===== src/rtl/cmp_branch_pkg.sv =====
package cmp_branch_pkg;
  localparam int REL_W = 2;
  localparam logic [REL_W-1:0] REL_NONE = 2'b00;
  localparam logic [REL_W-1:0] REL_LT   = 2'b01;
  localparam logic [REL_W-1:0] REL_EQ   = 2'b11;
  localparam logic [REL_W-1:0] REL_GT   = 2'b10;
endpackage


===== src/rtl/rel_latch.sv =====
module rel_latch
  import cmp_branch_pkg::*;
#(
  parameter int DATA_W = 8
) (
  input  logic              clk,
  input  logic              rst,
  input  logic [DATA_W-1:0] opa,
  input  logic [DATA_W-1:0] opb,
  input  logic              latch,
  output logic [REL_W-1:0]  rel_q
);
  logic [REL_W-1:0] rel_d;
  logic             is_lt;
  logic             is_eq;

  // unsigned compare
  always_comb begin
    is_lt = (opa < opb);
    is_eq = (opa == opb);
    if (is_eq)      rel_d = REL_EQ;
    else if (is_lt) rel_d = REL_LT;
    else            rel_d = REL_GT;
  end

  always_ff @(posedge clk) begin
    if (rst)        rel_q <= REL_NONE;
    else if (latch) rel_q <= rel_d;
  end

  // a stored relation is always a real code
  p_latch_valid_r2: assert property (@(posedge clk) disable iff (rst)
    latch |=> (rel_q != REL_NONE));
  // code held while the latch is low
  p_hold_r2: assert property (@(posedge clk) disable iff (rst)
    !latch |=> $stable(rel_q));
  // below-relation from the ports
  p_lt_r2: assert property (@(posedge clk) disable iff (rst)
    (latch && (opa < opb)) |=> (rel_q == REL_LT));
endmodule


===== src/rtl/branch_decide.sv =====
module branch_decide
  import cmp_branch_pkg::*;
#(
  parameter int DATA_W = 8,
  parameter int OPC_W  = 4,
  parameter int ADDR_W = 4
) (
  input  logic              clk,
  input  logic              rst,
  input  logic [DATA_W-1:0] instr,
  input  logic [REL_W-1:0]  rel,
  input  logic              force_jmp,
  output logic              load_n,
  output logic [ADDR_W-1:0] target
);
  localparam int PFX_W = OPC_W - REL_W;

  logic [OPC_W-1:0] opcode;
  logic [PFX_W-1:0] prefix;
  logic [REL_W-1:0] cond;
  logic             cond_take;

  always_comb begin
    opcode    = instr[DATA_W-1 -: OPC_W];
    prefix    = opcode[OPC_W-1 -: PFX_W];
    cond      = opcode[REL_W-1:0];
    target    = instr[ADDR_W-1:0];
    // code 00 is never produced by the comparator, so it cannot match
    cond_take = (prefix == '0) && (cond == rel) && (rel != REL_NONE);
    load_n    = !(cond_take || force_jmp);
  end

  // opcode zero never branches on its own
  p_zero_no_take_r5: assert property (@(posedge clk) disable iff (rst)
    ((opcode == '0) && !force_jmp) |-> load_n);
  // nonzero prefix never branches on its own
  p_prefix_no_take_r4: assert property (@(posedge clk) disable iff (rst)
    ((prefix != '0) && !force_jmp) |-> load_n);
  // forced jump always loads
  p_force_r10: assert property (@(posedge clk) disable iff (rst)
    force_jmp |-> !load_n);
endmodule


===== src/rtl/pc_counter.sv =====
module pc_counter #(
  parameter int ADDR_W = 4
) (
  input  logic              clk,
  input  logic              rst,
  input  logic              load_n,
  input  logic              en,
  input  logic [ADDR_W-1:0] target,
  output logic [ADDR_W-1:0] pc
);
  localparam logic [ADDR_W-1:0] ONE = ADDR_W'(1);

  always_ff @(posedge clk) begin
    if (rst)         pc <= '0;
    else if (!load_n) pc <= target;
    else if (en)     pc <= pc + ONE;
  end

  // reset clears the address whatever else is asserted
  p_reset_r9: assert property (@(posedge clk)
    rst |=> (pc == '0));
  // load takes the target
  p_load_r6: assert property (@(posedge clk) disable iff (rst)
    !load_n |=> (pc == $past(target)));
  // increment with wrap
  p_inc_r7: assert property (@(posedge clk) disable iff (rst)
    (load_n && en) |=> (pc == ADDR_W'($past(pc) + ONE)));
  // hold
  p_hold_r8: assert property (@(posedge clk) disable iff (rst)
    (load_n && !en) |=> $stable(pc));
endmodule


===== src/rtl/cmp_branch_pc.sv =====
module cmp_branch_pc
  import cmp_branch_pkg::*;
#(
  parameter int DATA_W = 8,
  parameter int OPC_W  = 4,
  parameter int ADDR_W = 4
) (
  input  logic              clk,
  input  logic              rst,
  input  logic [DATA_W-1:0] instr_i,
  input  logic [DATA_W-1:0] opa_i,
  input  logic [DATA_W-1:0] opb_i,
  input  logic              rel_latch_i,
  input  logic              cnt_en_i,
  input  logic              jmp_force_i,
  output logic [ADDR_W-1:0] pc_o,
  output logic              load_n_o,
  output logic [REL_W-1:0]  rel_o
);
  logic [REL_W-1:0]  rel_q;
  logic [ADDR_W-1:0] tgt;
  logic              ld_n;

  rel_latch #(.DATA_W(DATA_W)) u_rel (
    .clk   (clk),
    .rst   (rst),
    .opa   (opa_i),
    .opb   (opb_i),
    .latch (rel_latch_i),
    .rel_q (rel_q)
  );

  branch_decide #(.DATA_W(DATA_W), .OPC_W(OPC_W), .ADDR_W(ADDR_W)) u_dec (
    .clk       (clk),
    .rst       (rst),
    .instr     (instr_i),
    .rel       (rel_q),
    .force_jmp (jmp_force_i),
    .load_n    (ld_n),
    .target    (tgt)
  );

  pc_counter #(.ADDR_W(ADDR_W)) u_cnt (
    .clk    (clk),
    .rst    (rst),
    .load_n (ld_n),
    .en     (cnt_en_i),
    .target (tgt),
    .pc     (pc_o)
  );

  assign load_n_o = ld_n;
  assign rel_o    = rel_q;

  // a matching branch opcode with a real stored code loads
  p_match_take_r3: assert property (@(posedge clk) disable iff (rst)
    ((instr_i[DATA_W-1 -: 2] == 2'b00) && (rel_q != REL_NONE) &&
     (instr_i[DATA_W-3 -: 2] == rel_q)) |-> !load_n_o);
endmodule


===== config.mk =====
export PLATFORM = sky130hd
export DESIGN_NAME = cmp_branch_pc
export DESIGN_NICKNAME = d
export VERILOG_FILES = /design/src/rtl/cmp_branch_pkg.sv /design/src/rtl/rel_latch.sv /design/src/rtl/branch_decide.sv /design/src/rtl/pc_counter.sv /design/src/rtl/cmp_branch_pc.sv
export SDC_FILE = /design/constraint.sdc
export NUM_CORES = 1
export LEC_CHECK = 0
export BUFFER_PORTS_ARGS = -buffer_cell sky130_fd_sc_hd__buf_2
export CAP_MARGIN = 5
export CELL_PAD_IN_SITES_DETAIL_PLACEMENT = 0
export CELL_PAD_IN_SITES_GLOBAL_PLACEMENT = 1
export CORE_MARGIN = 8
export CORE_UTILIZATION = 28
export CTS_CLUSTER_DIAMETER = 80
export CTS_CLUSTER_SIZE = 24
export DETAILED_ROUTE_END_ITERATION = 10
export PLACE_DENSITY = 0.73
export SYNTH_ARGS = -nofsm -noshare
export SYNTH_HDL_FRONTEND = slang
export SYNTH_HIERARCHICAL = 1
export SYNTH_SLANG_ARGS = --single-unit

===== constraint.sdc =====
create_clock -name clk -period 1.8 [get_ports clk]
set_clock_uncertainty 0.05 [all_clocks]
set_input_delay 0.18 -clock clk [delete_from_list [all_inputs] [get_ports clk]]
set_output_delay 0.18 -clock clk [all_outputs]
set_load 0.03 [all_outputs]

[Word level (Yosys, flattened, before mapping)]
Cells that the tools add are included.
Storage, ports and cells
  bits in registers: 6
  latch bits: 0
  bits in writable memories: 0
  output and inout port bits: 7
  input port bits: 29
  memories: 0
  ROM bits: 0
  word-level logic and storage cells: 17
Cells by class
  bitwise operators: 0
  reductions and logical operators: 7
  multiply operators: 0
  $add $sub $neg: 1
  order comparisons: 1
  multiplexer cells: 4
  div/mod/pow operators: 0
  shift operators: 0
  equality and inequality tests: 2
Operator list (count)
  equality test 8 bit: 1
  less-than comparator 8 bit: 1
  2-to-1 mux 4 bit: 2
  adder 4 x 1 -> 4 bit, second input constant: 1
  2-to-1 mux 2 bit: 2
  nonzero test 2 bit: 2
  equality test 2 bit: 1
  logical AND 1 bit: 2
  logical NOT 2 bit: 1
  logical NOT 1 bit: 1
  logical OR 1 bit: 1

[Logic depth before layout (Yosys ltp)]
Gate-level depths: netlist (run 1).
  depth after elaboration: 5
  gate-level depth with buffers: 6
  mapped depth without buffers: 6

[Modules after synthesis]
The synthesis (run 1) kept the hierarchy.
By module, submodules not included
  rel_latch: cells each 36, instances 1, area an instance 302.8 sq um
  pc_counter: cells each 20, instances 1, area an instance 193.9 sq um
  branch_decide: cells each 9, instances 1, area an instance 82.6 sq um

[Worst setup path after synthesis (run 1)]
Ideal clock, no wire load.
  path type: flip-flop to flip-flop
  from: register u_rel.rel_q[0]
  to: register u_cnt.pc[1]
  period minus slack after synthesis: 1.974 ns
  path buffers: 1
  cell stages (with the launch flop): 6
  library setup time: 0.086 ns
  setup slack: -0.174 ns
  data arrival time: 1.838 ns
  path through: dfxtp_1 and4bb_1 a221oi_2 buf_2 nor2_1 a211oi_1
On the way
  word-level cells in the longest chain between the ends: 5
  elaborated cells on any way between the ends: 7
  classes of those cells: eq/ne: 1; mux: 1; reduce/logical: 5
RTL lines
  start: declaration: line rel_latch.sv:11  | output logic [REL_W-1:0] rel_q
  start signal: assignment: line rel_latch.sv:28  | else if (latch) rel_q <= rel_d;
  equality test 2 bit: line branch_decide.sv:29  | cond_take = (prefix == '0) && (cond == rel) && (rel != REL_NONE);
  logical AND 1 bit: line branch_decide.sv:29
  logical AND 1 bit *: line branch_decide.sv:29
  logical OR 1 bit *: line branch_decide.sv:30  | load_n = !(cond_take || force_jmp);
  2-to-1 mux 4 bit or nonzero test 2 bit (tied branches)
  end signal: assignment: line pc_counter.sv:15  | else if (!load_n) pc <= target;
  end signal: assignment: line pc_counter.sv:16  | else if (en) pc <= pc + ONE;
  end: declaration: line pc_counter.sv:9  | output logic [ADDR_W-1:0] pc
Every way passes the cells marked *; elsewhere a longest branch is shown, timed or not.
A chain may end at the register's enable or synchronous reset.

[Worst setup path in the final report (run 1)]
  from: register u_rel.rel_q[1]
  to: output load_n_o
On the way
  word-level cells in the longest chain between the ends: 5
  elaborated cells on any way between the ends: 6
  classes of those cells: eq/ne: 1; reduce/logical: 5
RTL lines
  equality test 2 bit: line branch_decide.sv:29
  logical AND 1 bit: line branch_decide.sv:29
  logical AND 1 bit *: line branch_decide.sv:29
  logical OR 1 bit *: line branch_decide.sv:30
  logical NOT 1 bit *: line branch_decide.sv:30
  end: declaration: line cmp_branch_pc.sv:17  | output logic load_n_o,
Marks and branches as above.

==> results of run 1 <==
==> worst min path at each step <==
stage / start / endpoint
after floorplan: rst / u_rel/rel_q[0]
after global placement: rst / u_cnt/pc[3]
after detailed placement: rst / u_cnt/pc[3]
after CTS: rst / u_cnt/pc[3]
after global routing: rst / u_cnt/pc[3]
final: rst / u_cnt/pc[3]
==> kinds of logic after synthesis <==
kind of cell,share of synthesized area [%]
buffers and inverters,11.2
and+or+nand+nor,18.8
AOI/OAI and AO/OA,22.0
adders and majority gates,19.4
xor gates and xnor gates,6.05
DFF,20.7
muxes,1.73
==> metal layers <==
metal | up-vias | global-route usage (%) | part of all wire [%]
li1 | 302 | - | -
met1 | 264 | 7.29 | 39
met2 | 17 | 11.7 | 48
met3 | 2 | 2.71 | 11
met4 | 0 | 4.87 | 1.9
met5 | - | 0 | 0
==> worst max-delay path, stage by stage (launching register included) <==
cell and delay [ns]:
dfxtp_1 0.33, and4bb_1 0.23, a221oi_4 0.33, buf_2 0.26
==> report_power, final <==
part           leakage [nW]  internal, mW  switching [mW]
clock network        0.0138        0.0753          0.0469
registers            0.0502         0.145          0.0101
logic                 0.353        0.0769          0.0899
==> sequential cells by signal (all words and copies together), names as in the netlist <==
register	cells
u_cnt/pc	4
u_rel/rel_q	2
==> synthesized netlist by cell type (all sizes together), types with 2 or more instances <==
library cell and count:
dfxtp 6, xnor2 2, o21a 2, a21oi 3, nor2 8, a211oi 5, xor2 2, nand2 2
inv 8, and4bb 2, nand4 3, ha 9, buf 5
==> placed cells by master, fill, tap and decap left out <==
cell type	instances
and4bb_1	2
o211ai_2	1
buf_2	35
a311oi_2	1
a211oi_1	4
a21oi_1	3
nor2b_2	1
dfxtp_2	1
a21o_1	1
inv_1	8
mux2i_1	1
a211oi_2	1
clkbuf_4	3
nand4_2	1
ha_1	9
nor2_1	8
buf_4	2
dfxtp_1	5
xnor2_1	2
xor2_1	2
nor4_2	1
nand4_1	2
nand2_1	2
o21ai_1	1
o21a_1	2
a221oi_4	1
==> area by class of cell <==
type | count | share of cell area, %
clock buffers | 3 | 2.80
inverters | 8 | 3.74
multi-input cells | 46 | 50.5
flip-flops and latches | 6 | 15.1
well taps | 27 | 4.21
repair buffers | 37 | 23.7
==> qor.yml, run 1 <==
hold_path.class: "input port to flip-flop"
cp_max_fo: 4
ios: 36
core_um2: 1960
rsz0062_at_grt: "no"
p_leak_nw: 0.417
ys_warn_count: 6
cts-root-buf: "clkbuf_4"
syn_area_per_cell_um2: 8.91
dpl-instance-area_um2: 766
grt_pass1_vias: 544
worstReg2RegEnd: "u_cnt/pc[2]"
cts_buffers: 3
fin_crit_sh_pct: 89.8
hold_path_depth: 2
drt.antenna.violating_nets: 0
ir_worst_vdd_mv: 0.228
final_util_pct: 40.9
pre_cts_ws_ns: 0.281
powerDensity_nw_per_um2: 553
timing.hold.ws_ns: 0.158
ys_seq_elements: 6
rows: 16
synth_fp_nets: 103
crit_arrival_ns: 1.39
worst_setup_path_end_kind: "primary output"
cts_setup_buffers: 0
clock_path_buffers: 2
first_iter_violations: 6
overflow: 0
routedWlPerCell_um: 10.8
crit_end: "load_n_o"
antenna_cells: 0
crit_type: "flip-flop to primary output"
syn-instance-count: 65
async_flop_share_pct: 0
clock_sinks: 6
synth_area_leaders: "dfxtp_1 21%, ha_1 19%, a211oi_1 5.2%, buf_4 5.2%, inv_1 5.2%"
setup_ws_ns: 0.184
fin_cells: 127
synth_top_area_share_pct: 20.7
dp_hpwl_um: 1240
max_freq_ghz: 0.619
multi_input_area_um2: 405
fillers: 227
dieHeight_um: 61.5
die-area_um2: 3780
cp-start-kind: "flip-flop"
yosysSeqAreaShare_pct: 20.7
grt_max_degree: 10
cts_resized: 0
outcome: "complete, no violations"
synth_edf_count: 0
cts_tree: "done"
postLayoutCellArea_um2: 803
rr_worst_depth: 5
clkLatencyLatePin_ns: 0.24
required_ns: 1.57
netlist_area_um2: 579
clkTransAtPathRegs_ns: 0.04
floorplan.initialDensity_pct: 29.5
drive_above_1_share_pct: 48.0
grt_pass1_wl_um: 2060
htreeDepth: 1
vias_per_cell: 4.61
worstMarginPinSlew_ns: 0.276
place_congestion: 0.659
startpoint: "u_rel/rel_q[1]"
finalSetupTns_ns: 0
finalWirelength_um: 1370
setup_viol: 0
antenna_found_initial: 0
dr.pass1.iters: 2
hold_viol_final: 0
grt_usage_pct: 7.10
synth_ff_type: "dfxtp_1"
maxSlewHeadroom_pct: 81.5
cap_violations: 0
route.detailed.drc: 0
synth_area_leader_cell: "dfxtp_1"
port_buffers: 35
place_inst: 122
maxSlewViolCount: 0
r2r-start: "u_rel/rel_q[1]"
total_power_uw: 444
syn2layout_area_growth_pct: 38.7
postCtsHoldBufs: 0
post-route-min-period_ns: 1.62
num_vias: 585
nets: 140
seqCellArea_um2: 121
ys_types: 24
r2r_slack_ns: 0.34
die_x_um: 61.5
Note: power is estimated with default switching activity, not from simulation.
==> run 2, diff against run 1 <==
--- a/config.mk
+++ b/config.mk
@@ -10,11 +10,12 @@
 export CELL_PAD_IN_SITES_DETAIL_PLACEMENT = 0
 export CELL_PAD_IN_SITES_GLOBAL_PLACEMENT = 1
 export CORE_MARGIN = 8
-export CORE_UTILIZATION = 28
+export CORE_UTILIZATION = 30
+export CTS_BUF_LIST = sky130_fd_sc_hd__clkbuf_2
 export CTS_CLUSTER_DIAMETER = 80
 export CTS_CLUSTER_SIZE = 24
 export DETAILED_ROUTE_END_ITERATION = 10
-export PLACE_DENSITY = 0.73
+export PLACE_DENSITY = 0.78
 export SYNTH_ARGS = -nofsm -noshare
 export SYNTH_HDL_FRONTEND = slang
 export SYNTH_HIERARCHICAL = 1
==> qor.yml, run 2 (synthesized netlist as in run 1, its figures left out) <==
outcome: "complete, no violations"  # unchanged
antenna_found_initial: 0  # unchanged
postCtsHoldBufs: 0  # unchanged
powerDensity_nw_per_um2: 520  # was 553 nW/um^2
hold_viol_final: 0  # unchanged
grt_max_degree: 10  # unchanged
topRoutingLayerUsed: "met4"  # unchanged
ir_worst_vdd_mv: 0.183  # was 0.228 mV
fin_crit_sh_pct: 93.0  # was 89.8%
overflow: 0  # unchanged
first_iter_violations: 9  # was 6
critPathTopFamily: "compound AO/OA/AOI/OAI gates"  # was flip-flops
floorplan.initialDensity_pct: 30.8  # was 29.5%
place_congestion: 0.733  # was 0.659
grt_pass1_wl_um: 2370  # was 2060 um
dr_wl_met3_um: 145  # was 150 um
port_buffers: 35  # unchanged
cts_resized: 0  # unchanged
num_vias: 575  # was 585
clock_path_buffers: 2  # unchanged
cap_violations: 0  # unchanged
drt.antenna.violating_nets: 0  # unchanged
routedWlPerCell_um: 11.9  # was 10.8 um
clkTransAtPathRegs_ns: 0.06  # was 0.04 ns
finalWirelength_um: 1530  # was 1370 um
cts_buffers: 3  # unchanged
largest_reg_flops: 4  # unchanged
core_um2: 1880  # was 1960 um^2
drt-met1-wl_um: 595  # was 540 um
die-area_um2: 3590  # was 3780 um^2
vias_per_cell: 4.46  # was 4.61
maxSlewViolCount: 0  # unchanged
final_common_cell: "buf_2"  # unchanged
ios: 36  # unchanged
slowest_stage: "a221oi_4"  # was dfxtp_1
syn2layout_area_growth_pct: 40.0  # was 38.7%
maxSlewHeadroom_pct: 79.2  # was 81.5%
rows: 16  # unchanged
final_cell_mix: "35 x buf_2, 9 x ha_1, 8 x nor2_1, 8 x inv_1, 5 x dfxtp_1"  # unchanged
wl_met2_um: 778  # was 657 um
top_register: "u_cnt/pc"  # unchanged
grt_pass1_vias: 595  # was 544
nets: 142  # was 140
grt_usage_pct: 8.56  # was 7.10%
cp_max_fo: 5  # was 4
rsz0062_at_grt: "no"  # unchanged
drive_above_1_share_pct: 49.0  # was 48.0%
setup_viol: 0  # unchanged
htreeDepth: 1  # unchanged
dieHeight_um: 59.9  # was 61.5 um
dr.pass1.iters: 4  # was 2
crit_type: "flip-flop to primary output"  # unchanged
required_ns: 1.57  # about the same
die_x_um: 59.9  # was 61.5 um
dp_hpwl_um: 1320  # was 1240 um
fillers: 217  # was 227
cts-root-buf: "clkbuf_2"  # was clkbuf_4
cts_tree: "done"  # unchanged
finalSetupTns_ns: 0  # unchanged
post-route-min-period_ns: 1.67  # was 1.62 ns
p_leak_nw: 0.426  # was 0.417 nW
worstMarginPinSlew_ns: 0.311  # was 0.276 ns
antenna_cells: 0  # unchanged
cp-start-kind: "flip-flop"  # unchanged
cts_setup_buffers: 0  # unchanged
clock_sinks: 6  # unchanged
max_freq_ghz: 0.597  # was 0.619 GHz
hold_path.class: "input port to flip-flop"  # unchanged
crit_arrival_ns: 1.44  # was 1.39 ns
critPathMaxStageDelay_ns: 0.38  # was 0.33 ns
timing.hold.ws_ns: 0.168  # was 0.158 ns
crit_chain: "and4bb_1, a221oi_4, buf_2"  # unchanged
critPathBufInv: 1  # unchanged
route.detailed.drc: 0  # unchanged
reg_top3: "u_cnt/pc: 4 flops, u_rel/rel_q: 2 flops"  # unchanged
worst_setup_path_end_kind: "primary output"  # unchanged
clkLatencyLatePin_ns: 0.22  # was 0.24 ns
## run 2: changes by cell type in the layout (fill, tap and decap cells not counted), sizes merged
| cell | previous run | this run |
|---|---|---|
| buf | 37 | 39 |
## run 2: cell type report
type / count / area (um^2) / area share (%)
multi-input cells: 46 / 405 / 50.0
repair buffers: 39 / 205 / 25.3
flip-flops and latches: 6 / 121 / 15.0
well taps: 27 / 33.8 / 4.17
inverters: 8 / 30.0 / 3.70
clock buffers: 3 / 15.0 / 1.85
## run 2: worst reg2reg max path: stages, from the launching register on
cell      delay, ns
dfxtp_1        0.34
and4bb_1       0.24
a221oi_4       0.38
buf_4          0.19
nor2_1         0.05
a211oi_2       0.19
## run 2: metrics by stage
stage	instance area, um^2	setup slack [ns]	utilization (%)	total power [mW]	std cells
2_1_floorplan	592	0.0443	-	0.269	65
3_3_place_gp	766	0.316	40.7	0.321	122
3_5_place_dp	766	0.259	40.7	0.324	122
4_1_cts	781	0.00263	41.5	0.420	125
5_1_grt	811	0.0547	43.1	0.449	129
6_report	811	0.126	43.1	0.421	129
## run 2: where the power goes
part / switching (mW) / total, mW / internal, mW / leakage (nW)
sequential: 0.0103 / 0.155 / 0.145 / 0.0502
clock: 0.0478 / 0.0930 / 0.0452 / 0.0125
combinational: 0.0927 / 0.173 / 0.0803 / 0.363
total: 0.151 / 0.421 / 0.270 / 0.426
## run 2: final timing paths
path | depth (start not counted) | start | slack, ns | end
worst max-delay path | 3 | u_rel/rel_q[1] | 0.13 | load_n_o
worst min-delay path | 2 | rst | 0.17 | u_rel/rel_q[1]
worst max register to register | 5 | u_rel/rel_q[1] | 0.28 | u_cnt/pc[3]
worst min register to register | 2 | u_rel/rel_q[0] | 0.49 | u_rel/rel_q[0]
## run 2: metal layers
metal	vias to the layer above	track usage (%)
met5	-	0
met4	0	5.10
met3	2	3.44
met2	21	14.3
met1	247	8.74
li1	305	-
